[config.mk]
export PLATFORM = sky130hd
export DESIGN_NAME = ewp_unit
export DESIGN_NICKNAME = d
export VERILOG_FILES = /design/src/rtl/ewp_pkg.sv /design/src/rtl/ewp_issue_reg.sv /design/src/rtl/ewp_fn.sv /design/src/rtl/ewp_stage.sv /design/src/rtl/ewp_out_reg.sv /design/src/rtl/ewp_port_lane.sv /design/src/rtl/ewp_unit.sv
export SDC_FILE = /design/constraint.sdc
export NUM_CORES = 1
export LEC_CHECK = 0
export ABC_AREA = 1
export BUFFER_PORTS_ARGS = -buffer_cell sky130_fd_sc_hd__buf_2
export CAP_MARGIN = 20
export CORE_MARGIN = 4
export CORE_UTILIZATION = 30
export CTS_BUF_LIST = sky130_fd_sc_hd__clkbuf_4
export DETAILED_ROUTE_END_ITERATION = 6
export GPL_ROUTABILITY_DRIVEN = 0
export GPL_TIMING_DRIVEN = 0
export REMOVE_ABC_BUFFERS = 1
export SETUP_SLACK_MARGIN = 0.3
export SLEW_MARGIN = 20
export SYNTH_ARGS = -nofsm -noshare
export SYNTH_HDL_FRONTEND = slang
export SYNTH_HIERARCHICAL = 1
export SYNTH_SLANG_ARGS = --single-unit
[constraint.sdc]
create_clock -name clk_i -period 2.49 [get_ports clk_i]
set_clock_uncertainty 0.15 [all_clocks]
set_input_delay 0.249 -clock clk_i [delete_from_list [all_inputs] [get_ports clk_i]]
set_output_delay 0.249 -clock clk_i [all_outputs]
set_load 0.01 [all_outputs]
[src/rtl/ewp_pkg.sv]
package ewp_pkg;

   // Function computed at the head of a result lane
   typedef enum logic [0:0] {
      FN_ADD = 1'b0,   // a + b + carry-in
      FN_XRL = 1'b1    // (a ^ b) rotated left by one
   } fn_e;

endpackage

[src/rtl/ewp_issue_reg.sv]
module ewp_issue_reg #(
   parameter int DATA_W = 32,
   parameter int FLAG_W = 4
) (
   input  logic              clk_i,
   input  logic              rst_i,
   input  logic              issue_i,
   input  logic [DATA_W-1:0] opa_i,
   input  logic [DATA_W-1:0] opb_i,
   input  logic [FLAG_W-1:0] flags_i,
   output logic              en_o,
   output logic [DATA_W-1:0] opa_o,
   output logic [DATA_W-1:0] opb_o,
   output logic [FLAG_W-1:0] flags_o
);

   // Enable flip-flop: records whether this cycle issued
   always_ff @(posedge clk_i) begin
      if (rst_i) en_o <= 1'b0;
      else       en_o <= issue_i;
   end

   // Operand/flag register: loads only on issue, otherwise holds
   always_ff @(posedge clk_i) begin
      if (issue_i) begin
         opa_o   <= opa_i;
         opb_o   <= opb_i;
         flags_o <= flags_i;
      end
   end

endmodule

[src/rtl/ewp_fn.sv]
module ewp_fn #(
   parameter int          DATA_W = 32,
   parameter ewp_pkg::fn_e FN    = ewp_pkg::FN_ADD
) (
   input  logic [DATA_W-1:0] opa_i,
   input  logic [DATA_W-1:0] opb_i,
   input  logic              cin_i,
   output logic [DATA_W-1:0] res_o
);

   if (FN == ewp_pkg::FN_ADD) begin : g_add
      assign res_o = opa_i + opb_i + DATA_W'(cin_i);
   end else begin : g_xrl
      logic [DATA_W-1:0] mix;
      logic              unused_cin;
      assign mix        = opa_i ^ opb_i;
      assign res_o      = {mix[DATA_W-2:0], mix[DATA_W-1]};
      assign unused_cin = cin_i;
   end

endmodule

[src/rtl/ewp_stage.sv]
module ewp_stage #(
   parameter int DATA_W = 32,
   parameter bit GATED  = 1'b1
) (
   input  logic              clk_i,
   input  logic              rst_i,
   input  logic              en_i,
   input  logic [DATA_W-1:0] d_i,
   output logic              en_o,
   output logic [DATA_W-1:0] d_o
);

   // The enable bit always advances
   always_ff @(posedge clk_i) begin
      if (rst_i) en_o <= 1'b0;
      else       en_o <= en_i;
   end

   if (GATED) begin : g_gated
      // Data only moves with a live enable
      always_ff @(posedge clk_i) begin
         if (en_i) d_o <= d_i;
      end
   end else begin : g_free
      always_ff @(posedge clk_i) begin
         d_o <= d_i;
      end
   end

endmodule

[src/rtl/ewp_out_reg.sv]
module ewp_out_reg #(
   parameter int DATA_W = 32,
   parameter bit GATED  = 1'b1
) (
   input  logic              clk_i,
   input  logic              rst_i,
   input  logic              en_i,
   input  logic [DATA_W-1:0] d_i,
   output logic [DATA_W-1:0] q_o
);

   if (GATED) begin : g_gated
      // Hold the last valid result until the next arrival
      always_ff @(posedge clk_i) begin
         if (rst_i)     q_o <= '0;
         else if (en_i) q_o <= d_i;
      end
   end else begin : g_free
      // Loads every cycle; a result is visible for one cycle only
      always_ff @(posedge clk_i) begin
         if (rst_i) q_o <= '0;
         else       q_o <= en_i ? d_i : '0;
      end
   end

endmodule

[src/rtl/ewp_port_lane.sv]
module ewp_port_lane #(
   parameter int           DATA_W = 32,
   parameter int           LAT    = 1,
   parameter bit           GATED  = 1'b1,
   parameter ewp_pkg::fn_e FN     = ewp_pkg::FN_ADD
) (
   input  logic              clk_i,
   input  logic              rst_i,
   input  logic              en_i,
   input  logic [DATA_W-1:0] opa_i,
   input  logic [DATA_W-1:0] opb_i,
   input  logic              cin_i,
   output logic              arrive_o,
   output logic [DATA_W-1:0] res_o
);

   localparam int NSTG = LAT;   // slots: head plus LAT-1 middle stages

   logic [DATA_W-1:0] pd [NSTG];
   logic              pv [NSTG];

   ewp_fn #(.DATA_W(DATA_W), .FN(FN)) u_fn (
      .opa_i (opa_i),
      .opb_i (opb_i),
      .cin_i (cin_i),
      .res_o (pd[0])
   );
   assign pv[0] = en_i;

   for (genvar j = 1; j < NSTG; j++) begin : g_stage
      ewp_stage #(.DATA_W(DATA_W), .GATED(GATED)) u_stage (
         .clk_i (clk_i),
         .rst_i (rst_i),
         .en_i  (pv[j-1]),
         .d_i   (pd[j-1]),
         .en_o  (pv[j]),
         .d_o   (pd[j])
      );
   end

   ewp_out_reg #(.DATA_W(DATA_W), .GATED(GATED)) u_out (
      .clk_i (clk_i),
      .rst_i (rst_i),
      .en_i  (pv[NSTG-1]),
      .d_i   (pd[NSTG-1]),
      .q_o   (res_o)
   );

   assign arrive_o = pv[NSTG-1];

endmodule

[src/rtl/ewp_unit.sv]
module ewp_unit #(
   parameter int DATA_W = 32,
   parameter int FLAG_W = 4,
   parameter int LAT_A  = 1,
   parameter int LAT_B  = 3,
   parameter bit GATED  = 1'b1
) (
   input  logic              clk_i,
   input  logic              rst_i,
   input  logic              issue_i,
   input  logic [DATA_W-1:0] opa_i,
   input  logic [DATA_W-1:0] opb_i,
   input  logic [FLAG_W-1:0] flags_i,
   output logic [DATA_W-1:0] res_a_o,
   output logic [DATA_W-1:0] res_b_o
);

   localparam int CIN_BIT = 0;

   // Elaboration-time parameter checks
   if (DATA_W < 2) begin : g_bad_width
      initial $fatal(1, "ewp_unit: DATA_W must be at least 2");
   end
   if (FLAG_W < 1) begin : g_bad_flags
      initial $fatal(1, "ewp_unit: FLAG_W must be at least 1");
   end
   if (LAT_A < 1 || LAT_B < 1) begin : g_bad_lat
      initial $fatal(1, "ewp_unit: port latencies must be at least 1");
   end

   logic              en_q;
   logic [DATA_W-1:0] opa_q;
   logic [DATA_W-1:0] opb_q;
   logic [FLAG_W-1:0] flags_q;
   logic              arr_a;
   logic              arr_b;
   logic              unused_flags;

   ewp_issue_reg #(.DATA_W(DATA_W), .FLAG_W(FLAG_W)) u_issue (
      .clk_i   (clk_i),
      .rst_i   (rst_i),
      .issue_i (issue_i),
      .opa_i   (opa_i),
      .opb_i   (opb_i),
      .flags_i (flags_i),
      .en_o    (en_q),
      .opa_o   (opa_q),
      .opb_o   (opb_q),
      .flags_o (flags_q)
   );

   assign unused_flags = ^flags_q;

   ewp_port_lane #(
      .DATA_W (DATA_W), .LAT (LAT_A), .GATED (GATED), .FN (ewp_pkg::FN_ADD)
   ) u_lane_a (
      .clk_i    (clk_i),
      .rst_i    (rst_i),
      .en_i     (en_q),
      .opa_i    (opa_q),
      .opb_i    (opb_q),
      .cin_i    (flags_q[CIN_BIT]),
      .arrive_o (arr_a),
      .res_o    (res_a_o)
   );

   ewp_port_lane #(
      .DATA_W (DATA_W), .LAT (LAT_B), .GATED (GATED), .FN (ewp_pkg::FN_XRL)
   ) u_lane_b (
      .clk_i    (clk_i),
      .rst_i    (rst_i),
      .en_i     (en_q),
      .opa_i    (opa_q),
      .opb_i    (opb_q),
      .cin_i    (flags_q[CIN_BIT]),
      .arrive_o (arr_b),
      .res_o    (res_b_o)
   );

endmodule

### Word-level counts from Yosys, hierarchy flattened

Index checks and enable logic that the tools add are counted.

| storage, ports and cells | value |
|---|---|
| bits in registers | 196 |

| cells by class | value |
|---|---|
| add/sub/neg operators | 2 |
| bitwise operators | 1 |

Operators by type and width:

| kind | number |
|---|---|
| $add 32x1->32 | 1 |
| $add 32x32->32 | 1 |
| $xor 32x32->32 | 1 |

### Longest topological paths before layout

| logic depth | value |
|---|---|
| word-level depth | 2 |
| gate-level depth with buffers | 16 |
| gate-level depth less buffers | 16 |

### By module

The synthesis kept the hierarchy.

By module, submodules not included:

| module | times used | cells an instance | area each (um2) | seq. area each (um2) |
|---|---|---|---|---|
| ewp_out_reg | 2 | 203 | 1338.8 | 640.6 |
| ewp_fn at u_lane_a.u_fn | 1 | 494 | 2411.1 | 0.0 |
| ewp_issue_reg | 1 | 71 | 2072.0 | 2062.0 |
| ewp_stage | 2 | 35 | 991.0 | 980.9 |
| ewp_fn at u_lane_b.u_fn | 1 | 160 | 600.6 | 0.0 |
| ewp_port_lane at u_lane_a | 1 | 1 | 7.5 | 0.0 |

### Worst setup path after synthesis

OpenSTA, ideal clock, no wires.

| path | value |
|---|---|
| path type | flip-flop to flip-flop |
| from | register u_issue.opa_o[0] |
| to | register u_lane_a.u_out.q_o[28] |
| arrival | 2.144 ns |
| required time | 2.227 ns |
| slack | 0.084 ns |
| stages on the path, launching flop included | 17 |
| buffers on the path | 0 |
| period minus slack after synthesis | 2.406 ns |
| cell sequence | edfxtp_1 fa_1 fa_1 nand3_1 nand3_1 nand2_1 nand2_2 nand2_1 nand2_2 nand2_1 nand2_1 nand2_1 nand2_1 inv_1 nand2_1 nand2_1 nor2_1 |

RTL lines:

| element | line | source |
|---|---|---|
| start, declared | ewp_issue_reg.sv:12 | `output logic [DATA_W-1:0] opa_o,` |
| start signal, assigned | ewp_issue_reg.sv:26 | `opa_o <= opa_i;` |
| end signal, assigned | ewp_out_reg.sv:16 | `else if (en_i) q_o <= d_i;` |
| end, declared | ewp_out_reg.sv:9 | `output logic [DATA_W-1:0] q_o` |

==> impl_metrics.csv <==
group,metric,value,unit
job,max-cap-violations,0,
worst_setup_path,r2r_slack,50,ps
worst_setup_path,startpoint_type,"flip-flop",
clock_network,clk_latency,590,ps
sta,finalCritPeriodShare,0.980,
die,dieArea,35100,µm²
worst_setup_path,crit_family,"simple AND/OR/NAND/NOR gates",
power_and_ir_drop,power.density,593,nW/µm²
synth,synth_area,9650,µm²
die,start_util,0.305,
power_and_ir_drop,pwr-share-seq,0.536,
clock_network,root_buffer,"clkbuf_4",
drt,drtIter0Drc,390,
clock_network,clock_sinks,196,
global_route,antenna_found_initial,1,
drt,drtAntennaViolNets,0,
sta,fmax,410,MHz
die,num_io_pins,135,
min_path,hold_class,"input pin to flip-flop",
min_path,hp-start,"rst_i",
drt,viasPerCell,4.09,
power_and_ir_drop,sw_frac_of_total,0.305,
sta,whs,91.2,ps
sta,drv_slew,0,
worst_setup_path,cp-end-kind,"flip-flop",
worst_setup_path,crit_start,"u_issue/opa_o[0]$_DFFE_PP_",
finish,layout.cells.non_filler,1832,
drt,dr.pass1.iters,5,
sta,fin_crit,2440,ps
finish,seq_area,5220,µm²
sta,relSlewSlack,0.527,
global_route,grt_start_max_net_pins,65,
clock_network,cts.clk_slew.worst_paths,170,ps
drt,avgRoutedWirePerCell,12.5,µm
finish,areaGrowthSynthToFinish,26.2,%
global_route,grt_overflow,0,
die,die_w,187,µm
clock_network,clk_path_buf_depth,2,
worst_setup_path,setup.worst_path.class,"flip-flop to flip-flop",
worst_setup_path,crit_path_top_delay_cell,"edfxtp_1",
worst_setup_path,crit_buf_inv,1,
synth,synth.avg_cell_area,8.06,µm²
worst_setup_path,crit_arrival,2770,ps
drt,postRouteWirelength,22900,µm
worst_setup_path,critPathCapture,"u_lane_a/u_out/q_o[28]$_SDFFE_PP0P_",
power_and_ir_drop,internal_power,5.02,mW
worst_setup_path,regToRegEndpoint,"u_lane_a/u_out/q_o[28]$_SDFFE_PP0P_",
sta,setup_viol,0,
worst_setup_path,rr_worst_depth,16,
sta,worst_slew_pin_slew,709,ps
synth,yosys_warnings,6,
worst_setup_path,crit_fanout,4,
clock_network,cts_tree,"done",
global_route,grt_pass1_vias,7313,
placed_design,dpl.cell_count,1714,
power_and_ir_drop,power,7.22,mW
synth,synthesis.instances,1198,
worst_setup_path,cp_cell_sequence,"fa_2 -> fa_2 -> nand3_2 -> nand3_2 -> nand2_2 -> nand2_4 -> nand2_4 -> nand2_4 -> nand2_4 -> nand2_2 -> nand2_1 -> nand2_1 -> inv_1 -> nand2_1 -> nand2_1 -> nor2_1",
finish,fin_area,12200,µm²
global_route,track_usage,0.129,
die,core-area,31600,µm²
worst_setup_path,path_depth,16,
worst_setup_path,max_stage_delay,450,ps
finish,nets,1519,
worst_setup_path,rr_startpoint,"u_issue/opa_o[0]$_DFFE_PP_",
power_and_ir_drop,p_clk_frac,0.236,
drt,drc,0,
power_and_ir_drop,p_leak,6.15,nW
status,outcome,"complete, no violations",
finish,nFillCells,3176,
finish,drive_gt1_frac,0.199,
die,die_y,187,µm
power_and_ir_drop,p_switching,2.20,mW
placed_design,dpl_cell_area,10700,µm²
power_and_ir_drop,vdd.ir_drop.worst,235,µV
clock_network,htreeDepth,4,
finish,multi_input_area,3690,µm²
clock_network,cts_inserted_buffers,17,
drt,vias,7486,
sta,finalHoldViolations,0,
die,rows,65,
placed_design,hpwl,16500,µm
global_route,grt_pass1_wl,36100,µm
sta,rsz0062_at_grt,"yes",
sta,tns,0,ps
power_and_ir_drop,combPwrFrac,0.228,
placed_design,portBuffers,131,
worst_setup_path,required,2820,ps
==> registers in the layout, indices dropped and copies added, names as in the netlist <==
name and cells:
u_lane_b/g_stage.u_stage/d_o 64, u_issue/en_o 1, u_issue/opa_o 32, u_lane_b/u_out/q_o 32, u_lane_b/g_stage.u_stage/en_o 2, u_issue/flags_o 1
u_lane_a/u_out/q_o 32, u_issue/opb_o 32
==> cell type report <==
type / count / share of cell area
flip-flops and latches: 196 / 0.429
multi-input cells: 737 / 0.303
repair buffers: 219 / 0.127
inverters: 245 / 0.0755
well taps: 402 / 0.0413
clock inverters: 14 / 0.0127
clock buffers: 18 / 0.0111
diodes: 1 / 0.000205
==> routing by layer <==
layer / global-route usage / share of wire
met4: 0.0471 / 0.023
met1: 0.170 / 0.48
met5: 0 / 0
met3: 0.0244 / 0.038
met2: 0.212 / 0.46
==> cells in the final DEF, fill, tap and decap left out, types with 5 or more instances in the layout <==
cell / count
nand2_1: 424
dfxtp_1: 64
xor2_1: 14
ha_1: 7
nand2_2: 24
ha_2: 8
buf_4: 18
nor2_1: 162
dlygate4sd3_1: 67
a21oi_1: 16
nand3_2: 9
nor3_2: 5
edfxtp_1: 129
clkbuf_4: 18
inv_1: 235
buf_2: 130
nor2_2: 9
nand2_4: 11
ha_4: 15
nand3_1: 18
inv_2: 10
==> metrics by stage <==
stage | utilization | setup slack [ps]
after floorplan | - | -95.2
after global placement | 0.336 | -1230
after detailed placement | 0.339 | -310
after CTS | 0.373 | -24.7
after global routing | 0.385 | -114
final | 0.385 | 50.0
==> how the worst min path moves through the flow <==
stage / end / slack (ps) / depth (start not counted)
global route: u_lane_b/u_out/q_o[14]$_SDFFE_PP0P_ / 50 / 4
CTS: u_lane_b/u_out/q_o[18]$_SDFFE_PP0P_ / 40 / 4
finish: u_lane_b/u_out/q_o[14]$_SDFFE_PP0P_ / 90 / 4
detailed placement: u_lane_b/g_stage[2].u_stage/d_o[29]$_DFFE_PP_ / 250 / 0
floorplan: u_issue/en_o$_SDFF_PP0_ / 170 / 1
global placement: u_lane_b/g_stage[2].u_stage/d_o[24]$_DFFE_PP_ / 250 / 0
==> what timing repair did <==
item / CTS / global route
hold buffers: 67 / 0
pin swaps: 8 / 18
buffers inserted: 7 / 11
endpoints found under the setup margin: 22 / 26
hold endpoints to repair: 85 / 0
resized for setup: 21 / 57
cloned: 0 / 0
==> worst reg2reg max path: stages, from the launching register on <==
cell      delay, ps
edfxtp_1        450
fa_2            410
fa_2            390
nand3_2          80
nand3_2          90
nand2_2         100
nand2_4          80
nand2_4          70
nand2_4          60
nand2_4          90
nand2_2          40
nand2_1          60
nand2_1          60
inv_1            50
nand2_1          40
nand2_1          60
nor2_1           50
==> power groups by stage <==
stage               logic (mW)  registers, mW  clock network, mW
CTS                       1.53           3.86               1.79
floorplan                0.929           3.93                  0
global route              1.87           3.90               1.93
global placement          1.36           3.95                  0
finish                    1.65           3.87               1.70
detailed placement        1.39           3.93                  0
Note: power is estimated with default switching activity, not from simulation.
